File: config.mk
export PLATFORM = sky130hd
export DESIGN_NAME = slave_pkt_fifo
export DESIGN_NICKNAME = d
export VERILOG_FILES = /design/src/rtl/slvf_pkg.sv /design/src/rtl/slvf_buf_ctrl.sv /design/src/rtl/slvf_desc_q.sv /design/src/rtl/slave_pkt_fifo.sv
export SDC_FILE = /design/constraint.sdc
export NUM_CORES = 1
export LEC_CHECK = 0
export ABC_AREA = 1
export BUFFER_PORTS_ARGS = -buffer_cell sky130_fd_sc_hd__buf_2
export CORE_UTILIZATION = 62
export DETAILED_ROUTE_END_ITERATION = 8
export GPL_TIMING_DRIVEN = 1
export HOLD_SLACK_MARGIN = 0.15
export PLACE_DENSITY_LB_ADDON = 0.05
export SLEW_MARGIN = 30
export SYNTH_ARGS = -nofsm -noshare
export SYNTH_HDL_FRONTEND = slang
export SYNTH_SLANG_ARGS = --single-unit
File: constraint.sdc
create_clock -name clk -period 4.2 [get_ports clk]
set_input_delay 0.84 -clock clk [delete_from_list [all_inputs] [get_ports clk]]
set_output_delay 0.84 -clock clk [all_outputs]
set_load 0.01 [all_outputs]
File: src/rtl/slvf_pkg.sv
// Shared defaults and width helpers for the slave write FIFO.
// Assumes: callers derive every width from these helpers.
package slvf_pkg;
    localparam int DEF_NB    = 4;
    localparam int DEF_DEPTH = 16;
    localparam int DEF_DW    = 8;
    localparam int DEF_QD    = 4;

    // Bits needed to hold a count from 0 to n inclusive.
    function automatic int cnt_w(input int n);
        return $clog2(n + 1);
    endfunction
endpackage

File: src/rtl/slvf_buf_ctrl.sv
// Per-buffer controller: write acceptance, write position, pending count,
// occupancy, commit decision and registered flags.
// Assumes: sel_wr/sel_end are already qualified by chip select and address;
// pop is only raised for a descriptor belonging to this buffer.
module slvf_buf_ctrl #(
    parameter int DEPTH = 16,
    parameter int AW    = 4,
    parameter int LW    = 5
) (
    input  logic          clk,
    input  logic          rst_n,
    input  logic          sel_wr,
    input  logic          sel_end,
    input  logic          auto_en,
    input  logic [LW-1:0] auto_len,
    input  logic [LW-1:0] prog_lvl,
    input  logic          cq_full,
    input  logic          pop,
    input  logic [LW-1:0] pop_len,
    output logic          wr_acc,
    output logic          push,
    output logic [LW-1:0] push_len,
    output logic [AW-1:0] push_base,
    output logic [AW-1:0] wptr,
    output logic          full,
    output logic          empty,
    output logic          prog,
    output logic          ovf
);
    logic [LW-1:0] occ_q, pend_q, occ_nxt;
    logic [AW-1:0] base_q, wptr_nxt;
    logic [LW:0]   pend_inc;
    logic          would_auto, auto_c, man_c, drop;

    // Decide acceptance, commit and next occupancy for this edge.
    always_comb begin
        pend_inc   = {1'b0, pend_q} + (LW+1)'(1);
        would_auto = auto_en && (pend_inc == {1'b0, auto_len});
        wr_acc     = sel_wr && !full && !(would_auto && cq_full);
        auto_c     = wr_acc && would_auto;
        man_c      = sel_end && !auto_c && !cq_full;
        push       = auto_c || man_c;
        push_len   = pend_q + LW'(wr_acc);
        push_base  = base_q;
        drop       = (sel_wr && !wr_acc) || (sel_end && !auto_c && cq_full);
        occ_nxt    = occ_q + LW'(wr_acc) - (pop ? pop_len : '0);
        wptr_nxt   = wptr + AW'(wr_acc);
    end

    // Register counters, packet base and flags.
    always_ff @(posedge clk) begin
        if (!rst_n) begin
            occ_q  <= '0;
            pend_q <= '0;
            base_q <= '0;
            wptr   <= '0;
            full   <= 1'b0;
            empty  <= 1'b1;
            prog   <= 1'b0;
            ovf    <= 1'b0;
        end else begin
            occ_q  <= occ_nxt;
            pend_q <= push ? '0 : pend_q + LW'(wr_acc);
            wptr   <= wptr_nxt;
            if (push) base_q <= wptr_nxt;
            full   <= (occ_nxt == LW'(DEPTH));
            empty  <= (occ_nxt == '0);
            prog   <= (occ_nxt >= prog_lvl);
            if (drop) ovf <= 1'b1;
        end
    end
endmodule

File: src/rtl/slvf_desc_q.sv
// Small first-in first-out queue of committed-packet descriptors.
// Assumes: push is never raised while full; QD is a power of two >= 2.
module slvf_desc_q #(
    parameter int W  = 11,
    parameter int QD = 4
) (
    input  logic         clk,
    input  logic         rst_n,
    input  logic         push,
    input  logic [W-1:0] din,
    input  logic         pop,
    output logic         full,
    output logic         valid,
    output logic [W-1:0] dout
);
    localparam int PW = $clog2(QD);

    logic [W-1:0]  slot [QD];
    logic [PW-1:0] rd_q, wr_q;
    logic [PW:0]   cnt_q;
    logic          do_push, do_pop;

    // Occupancy view and effective transfers.
    always_comb begin
        full    = (cnt_q == (PW+1)'(QD));
        valid   = (cnt_q != '0);
        do_push = push && !full;
        do_pop  = pop && valid;
        dout    = slot[rd_q];
    end

    // Store descriptor payloads.
    always_ff @(posedge clk) begin
        if (do_push) slot[wr_q] <= din;
    end

    // Advance queue pointers and count.
    always_ff @(posedge clk) begin
        if (!rst_n) begin
            rd_q  <= '0;
            wr_q  <= '0;
            cnt_q <= '0;
        end else begin
            if (do_push) wr_q <= wr_q + PW'(1);
            if (do_pop)  rd_q <= rd_q + PW'(1);
            cnt_q <= cnt_q + (PW+1)'(do_push) - (PW+1)'(do_pop);
        end
    end
endmodule

File: src/rtl/slave_pkt_fifo.sv
// Top of the slave write FIFO: decodes the bus strobes, instantiates one
// controller and storage array per buffer, and funnels commits into the
// descriptor queue.
// Assumes: NB is a power of two >= 2; DEPTH is a power of two; at most one
// buffer is addressed per edge, so at most one commit happens per edge.
module slave_pkt_fifo
    import slvf_pkg::*;
#(
    parameter int NB    = DEF_NB,
    parameter int DEPTH = DEF_DEPTH,
    parameter int DW    = DEF_DW,
    parameter int QD    = DEF_QD,
    localparam int AB   = $clog2(NB),
    localparam int AW   = $clog2(DEPTH),
    localparam int LW   = cnt_w(DEPTH)
) (
    input  logic          clk,
    input  logic          rst_n,
    input  logic          cs_n,
    input  logic          wr_n,
    input  logic          pktend_n,
    input  logic [AB-1:0] addr,
    input  logic [DW-1:0] wdata,
    input  logic          auto_en,
    input  logic [LW-1:0] auto_len,
    input  logic [LW-1:0] prog_lvl,
    output logic [NB-1:0] flag_empty,
    output logic [NB-1:0] flag_full,
    output logic [NB-1:0] flag_prog,
    output logic [NB-1:0] ovf,
    output logic          cmt_valid,
    input  logic          cmt_ready,
    output logic [LW-1:0] cmt_len,
    output logic [AB-1:0] cmt_buf,
    output logic [AW-1:0] cmt_base,
    input  logic [AB-1:0] rd_buf,
    input  logic [AW-1:0] rd_idx,
    output logic [DW-1:0] rd_data
);
    localparam int QW = AB + AW + LW;

    logic          wr_req, end_req, cq_full, q_push;
    logic [NB-1:0] wr_acc, push_v, pop_v;
    logic [LW-1:0] plen  [NB];
    logic [AW-1:0] pbase [NB];
    logic [AW-1:0] wptr  [NB];
    logic [DW-1:0] rd_b  [NB];
    logic [LW-1:0] q_len;
    logic [AB-1:0] q_buf;
    logic [AW-1:0] q_base;
    logic [QW-1:0] q_dout;

    // Qualify the bus strobes with chip select.
    always_comb begin
        wr_req  = !cs_n && !wr_n;
        end_req = !cs_n && !pktend_n;
    end

    for (genvar b = 0; b < NB; b++) begin : g_buf
        logic [DW-1:0] mem [DEPTH];

        assign pop_v[b] = cmt_valid && cmt_ready && (cmt_buf == AB'(b));

        slvf_buf_ctrl #(.DEPTH(DEPTH), .AW(AW), .LW(LW)) u_ctrl (
            .clk      (clk),
            .rst_n    (rst_n),
            .sel_wr   (wr_req && (addr == AB'(b))),
            .sel_end  (end_req && (addr == AB'(b))),
            .auto_en  (auto_en),
            .auto_len (auto_len),
            .prog_lvl (prog_lvl),
            .cq_full  (cq_full),
            .pop      (pop_v[b]),
            .pop_len  (cmt_len),
            .wr_acc   (wr_acc[b]),
            .push     (push_v[b]),
            .push_len (plen[b]),
            .push_base(pbase[b]),
            .wptr     (wptr[b]),
            .full     (flag_full[b]),
            .empty    (flag_empty[b]),
            .prog     (flag_prog[b]),
            .ovf      (ovf[b])
        );

        // Store an accepted word at this buffer's write position.
        always_ff @(posedge clk) begin
            if (wr_acc[b]) mem[wptr[b]] <= wdata;
        end

        assign rd_b[b] = mem[rd_idx];
    end

    // Select the single committing buffer's descriptor.
    always_comb begin
        q_push = |push_v;
        q_len  = '0;
        q_buf  = '0;
        q_base = '0;
        for (int b = 0; b < NB; b++) begin
            if (push_v[b]) begin
                q_len  = plen[b];
                q_buf  = AB'(b);
                q_base = pbase[b];
            end
        end
    end

    slvf_desc_q #(.W(QW), .QD(QD)) u_descq (
        .clk  (clk),
        .rst_n(rst_n),
        .push (q_push),
        .din  ({q_buf, q_base, q_len}),
        .pop  (cmt_ready),
        .full (cq_full),
        .valid(cmt_valid),
        .dout (q_dout)
    );

    // Unpack the head descriptor and drive the read port.
    always_comb begin
        {cmt_buf, cmt_base, cmt_len} = q_dout;
        rd_data = rd_b[rd_buf];
    end
endmodule

==> impl_summary.md <==
Logic synthesis
The mapped cell area is 28300 sq um. In this run, synthesis produced a sequential element count of 653. During synthesis, Yosys emitted a total of 0 warnings. The proportion of register bits with asynchronous set or reset after synthesis is 0.

The sequential fraction of the synthesis area is 0.659. By instance count, the leading cell after synthesis is sky130_fd_sc_hd__edfxtp_1. The share of Yosys cell area claimed by the top area cell type is 0.591. The biggest area contributor in the post-synthesis netlist is sky130_fd_sc_hd__edfxtp_1. The mean cell area of the mapped netlist is 11.2 sq um. By count the netlist is led by sky130_fd_sc_hd__edfxtp_1 (556), sky130_fd_sc_hd__nor2_1 (444), sky130_fd_sc_hd__o21ai_0 (297). In the synthesized netlist the dominant register cell turns out to be sky130_fd_sc_hd__edfxtp_1.

After synthesis, the netlist uses 46 different library cells. The count of flip-flops with a built-in enable after synthesis is 556. The synthesized net count is 2634. In the post-synthesis netlist, the biggest area contributors are sky130_fd_sc_hd__edfxtp_1 (59%), sky130_fd_sc_hd__dfxtp_1 (6.9%), sky130_fd_sc_hd__nor2_1 (5.9%).

Synthesis produced a netlist whose cell count is 2522.

Critical path
The required arrival time at the worst endpoint is 4.67 ns. On the worst path, the slowest cell contributes a delay of 0.47 ns. The classification of the worst setup path is flip-flop to flip-flop.

STA classifies the critical path startpoint as a flip-flop. The critical path goes through ha_1 > nand2_1 > nand3_1 > nor2_1 > nand3_1 > nor2_2 > nand2_1 > nand2_1 > ha_1 > inv_1 > ha_1 > fa_1 > a21oi_1 > nor2_1 > nor2_1 > xor2_1 > xnor2_2 > inv_2 > ha_1 > a21oi_1 > nor2_1. Counting cells, the worst reg-to-reg path comes to 21. STA classifies the critical path endpoint as a flip-flop. Of all nets on the critical path, the largest fanout is 5. The slowest cell on the critical path is sky130_fd_sc_hd__fa_1. At the worst endpoint, the arrival time is 4.32 ns.

Layout
With fillers left out, the area of the finished cells amounts to 31600 sq um. The sequential cells in the finished layout cover a total of 18600 sq um. The post-layout utilization of the core is 0.709. The net count of the finished layout is 2711. In the final layout, the share of cells above drive strength 1 is 0.119. Relative to the synthesized area, the layout overhead comes to 11.8%.

The count of inserted antenna diode cells is 0. The number of fillers in the final layout is 3145. The multi-input combinational cells in the finished layout cover a total of 8240 sq um.

Detailed routing
The detailed-route DRC error count is 0. The vias after detailed routing is 19200. The final layout contains routed wiring with a total length of 67800 microns. The post-detailed-route wirelength per cell is 20.9 microns. The per-cell via count in the routed design is 5.93. The remaining antenna violation count after routing is 0. In this run, the number of DRC markers left after iteration 0 of detailed routing was 1851.

The first detailed-routing pass ran for 6 iterations.

Flow run
The count of max-cap constraint violations is 0.

Hold path
Along the worst hold path, the cell count comes to 2. The tightest min-delay check is of the flip-flop to flip-flop type.

Clocking
The number of setup buffers added after CTS is 0. TritonCTS built the clock tree. Buffers inserted during clock tree synthesis total 67.

The total number of clock tree sinks is 653. The clock insertion delay at the later pin of the skew report is 0.60 ns. Clock-pin slew was measured on the worst setup and hold paths at 0.06 ns. The H-tree was split into 3 levels. Hold repair after CTS inserted 0 buffers.

The number of instances resized during post-cts repair is 0. The maximum root-to-sink buffer count is 3. The cell sitting at the root of the clock tree is a sky130_fd_sc_hd__clkbuf_16.

Power
The static leakage power is 0.0116 uW. The worst voltage drop across the vdd grid is 0.423 mV. For this design the ratio of total power to cell area is 512 nW/um^2. Power comes to 16200 uW.

Timing
Setup repair after global routing left no endpoint under its margin. Of the available clock period, the critical path in the final layout requires 0.918. The highest clock frequency the design can meet is 0.259 GHz.

The number of pins exceeding their max-slew limit in the final report is 0. The count of endpoints failing hold in the final timing report is 0. The transition at the pin with the smallest max-transition slack is 0.977 ns.

The total negative slack is 0 ns. Across all hold checks on the routed design, the worst slack comes to 0.476 ns. Setup violations remaining at the end of the flow were counted as 0. The relative slew slack is 0.349.

The final critical path time including I/O delays and setup is 3.85 ns. The final worst clock skew is 0.0235 ns.

Placed design
The congestion estimate from routability-driven global placement came to 0.857. The half-perimeter wire length of the detailed placement result is 42200 microns. After detailed placement, the total cell area comes to 29400 sq um. Port buffering added 68 buffers.

Global route
Entering global routing, the biggest net connects 83 pins. The number of antenna violations at the first check in global routing is 1. The via count of the first global-routing pass is 18600. For this run, the total global-route usage over all layers was measured as 0.296.

The global-route wire length before repair is 105000 microns. Summed over all layers, the global routing overflow is 0.

Floorplanning
The placeable core region is 44600 sq um. The initial utilization of the core area, before any placement, comes to 0.634. For this design the top-level I/O count stands at 69. The die covers 46400 sq um. In this run the vertical extent of the chip is 216 microns. The standard-cell row count is 77. In this run the horizontal extent of the chip is 216 microns.

Status
The run finished with clean final reports.
==> cell type report <==
class                           instances  share of cell area
Sequential cell                       653               0.590
Multi-Input combinational cell       1556               0.261
Clock buffer                           89              0.0593
Timing Repair Buffer                  153              0.0366
Tap cell                              592              0.0234
Inverter                              168              0.0201
Clock inverter                         29              0.0103
==> through the flow <==
step | setup slack (ns) | std cells
finish | 0.345 | 3240
detailed placement | 0.0141 | 3122
global placement | 0.0611 | 3122
CTS | 0.341 | 3240
global route | 0.0794 | 3240
floorplan | 0.429 | 2522
==> final timing paths <==
check	from	to	slack [ns]
min reg2reg	u_descq.rd_q[1]$_SDFFE_PN0P_	u_descq.rd_q[1]$_SDFFE_PN0P_	0.48
max reg2reg	g_buf[2].u_ctrl.pend_q[1]$_SDFF_PP0_	g_buf[2].u_ctrl.prog$_SDFF_PN0_	0.35
min	u_descq.rd_q[1]$_SDFFE_PN0P_	u_descq.rd_q[1]$_SDFFE_PN0P_	0.48
max	g_buf[2].u_ctrl.pend_q[1]$_SDFF_PP0_	g_buf[2].u_ctrl.prog$_SDFF_PN0_	0.35
==> layout by cell type, fill, tap and decap left out, drive strengths merged, types with 6 or more instances in the layout <==
cell type	n
a21oi	49
buf	153
bufinv	7
clkbuf	89
clkinv	20
dfxtp	97
edfxtp	556
ha	74
inv	166
nand2	262
nand3	85
nand4	20
nor2	460
nor3	17
o211ai	25
o21ai	341
o21bai	11
o22a	6
o22ai	138
xnor2	19
xor2	23
==> kinds of logic after synthesis <==
kind of cell    after synthesis  share of synthesized area
xor+xnor                     42                     0.0141
compound gates              585                      0.116
flops                       653                      0.659
fa+ha+maj                    79                     0.0363
buf+inv                     313                     0.0491
simple gates                850                      0.125
==> critical path, delay by kind of cell (launching register included) <==
family,cells,cell delay [ns]
xor gates and xnor gates,2,0.42
buffers and inverters,2,0.11
adders and majority gates,5,1.41
AOI/OAI and AO/OA,2,0.29
DFF,1,0.42
and+or+nand+nor,10,1.08
==> state kept, by name, indices dropped and copies added (netlist names), 16 cells and up, named ones only <==
signal	count
g_buf.mem	512
u_descq.slot	44
g_buf.u_ctrl.wptr	16
g_buf.u_ctrl.pend_q	20
g_buf.u_ctrl.occ_q	20
g_buf.u_ctrl.push_base	16
==> report_power, final <==
part           internal, uW  total [uW]  switching, uW
clock                  3570        5950           2390
sequential             7210        7280           74.6
combinational          1130        2960           1830
total                 11900       16200           4290
==> per-layer routing <==
layer	global-route usage	vias up	part of all wire
li1	-	9048	-
met1	0.393	9256	0.40
met2	0.493	799	0.49
met3	0.0465	117	0.077
met4	0.116	0	0.030
met5	0	-	0
Note: power is estimated with default switching activity, not from simulation.
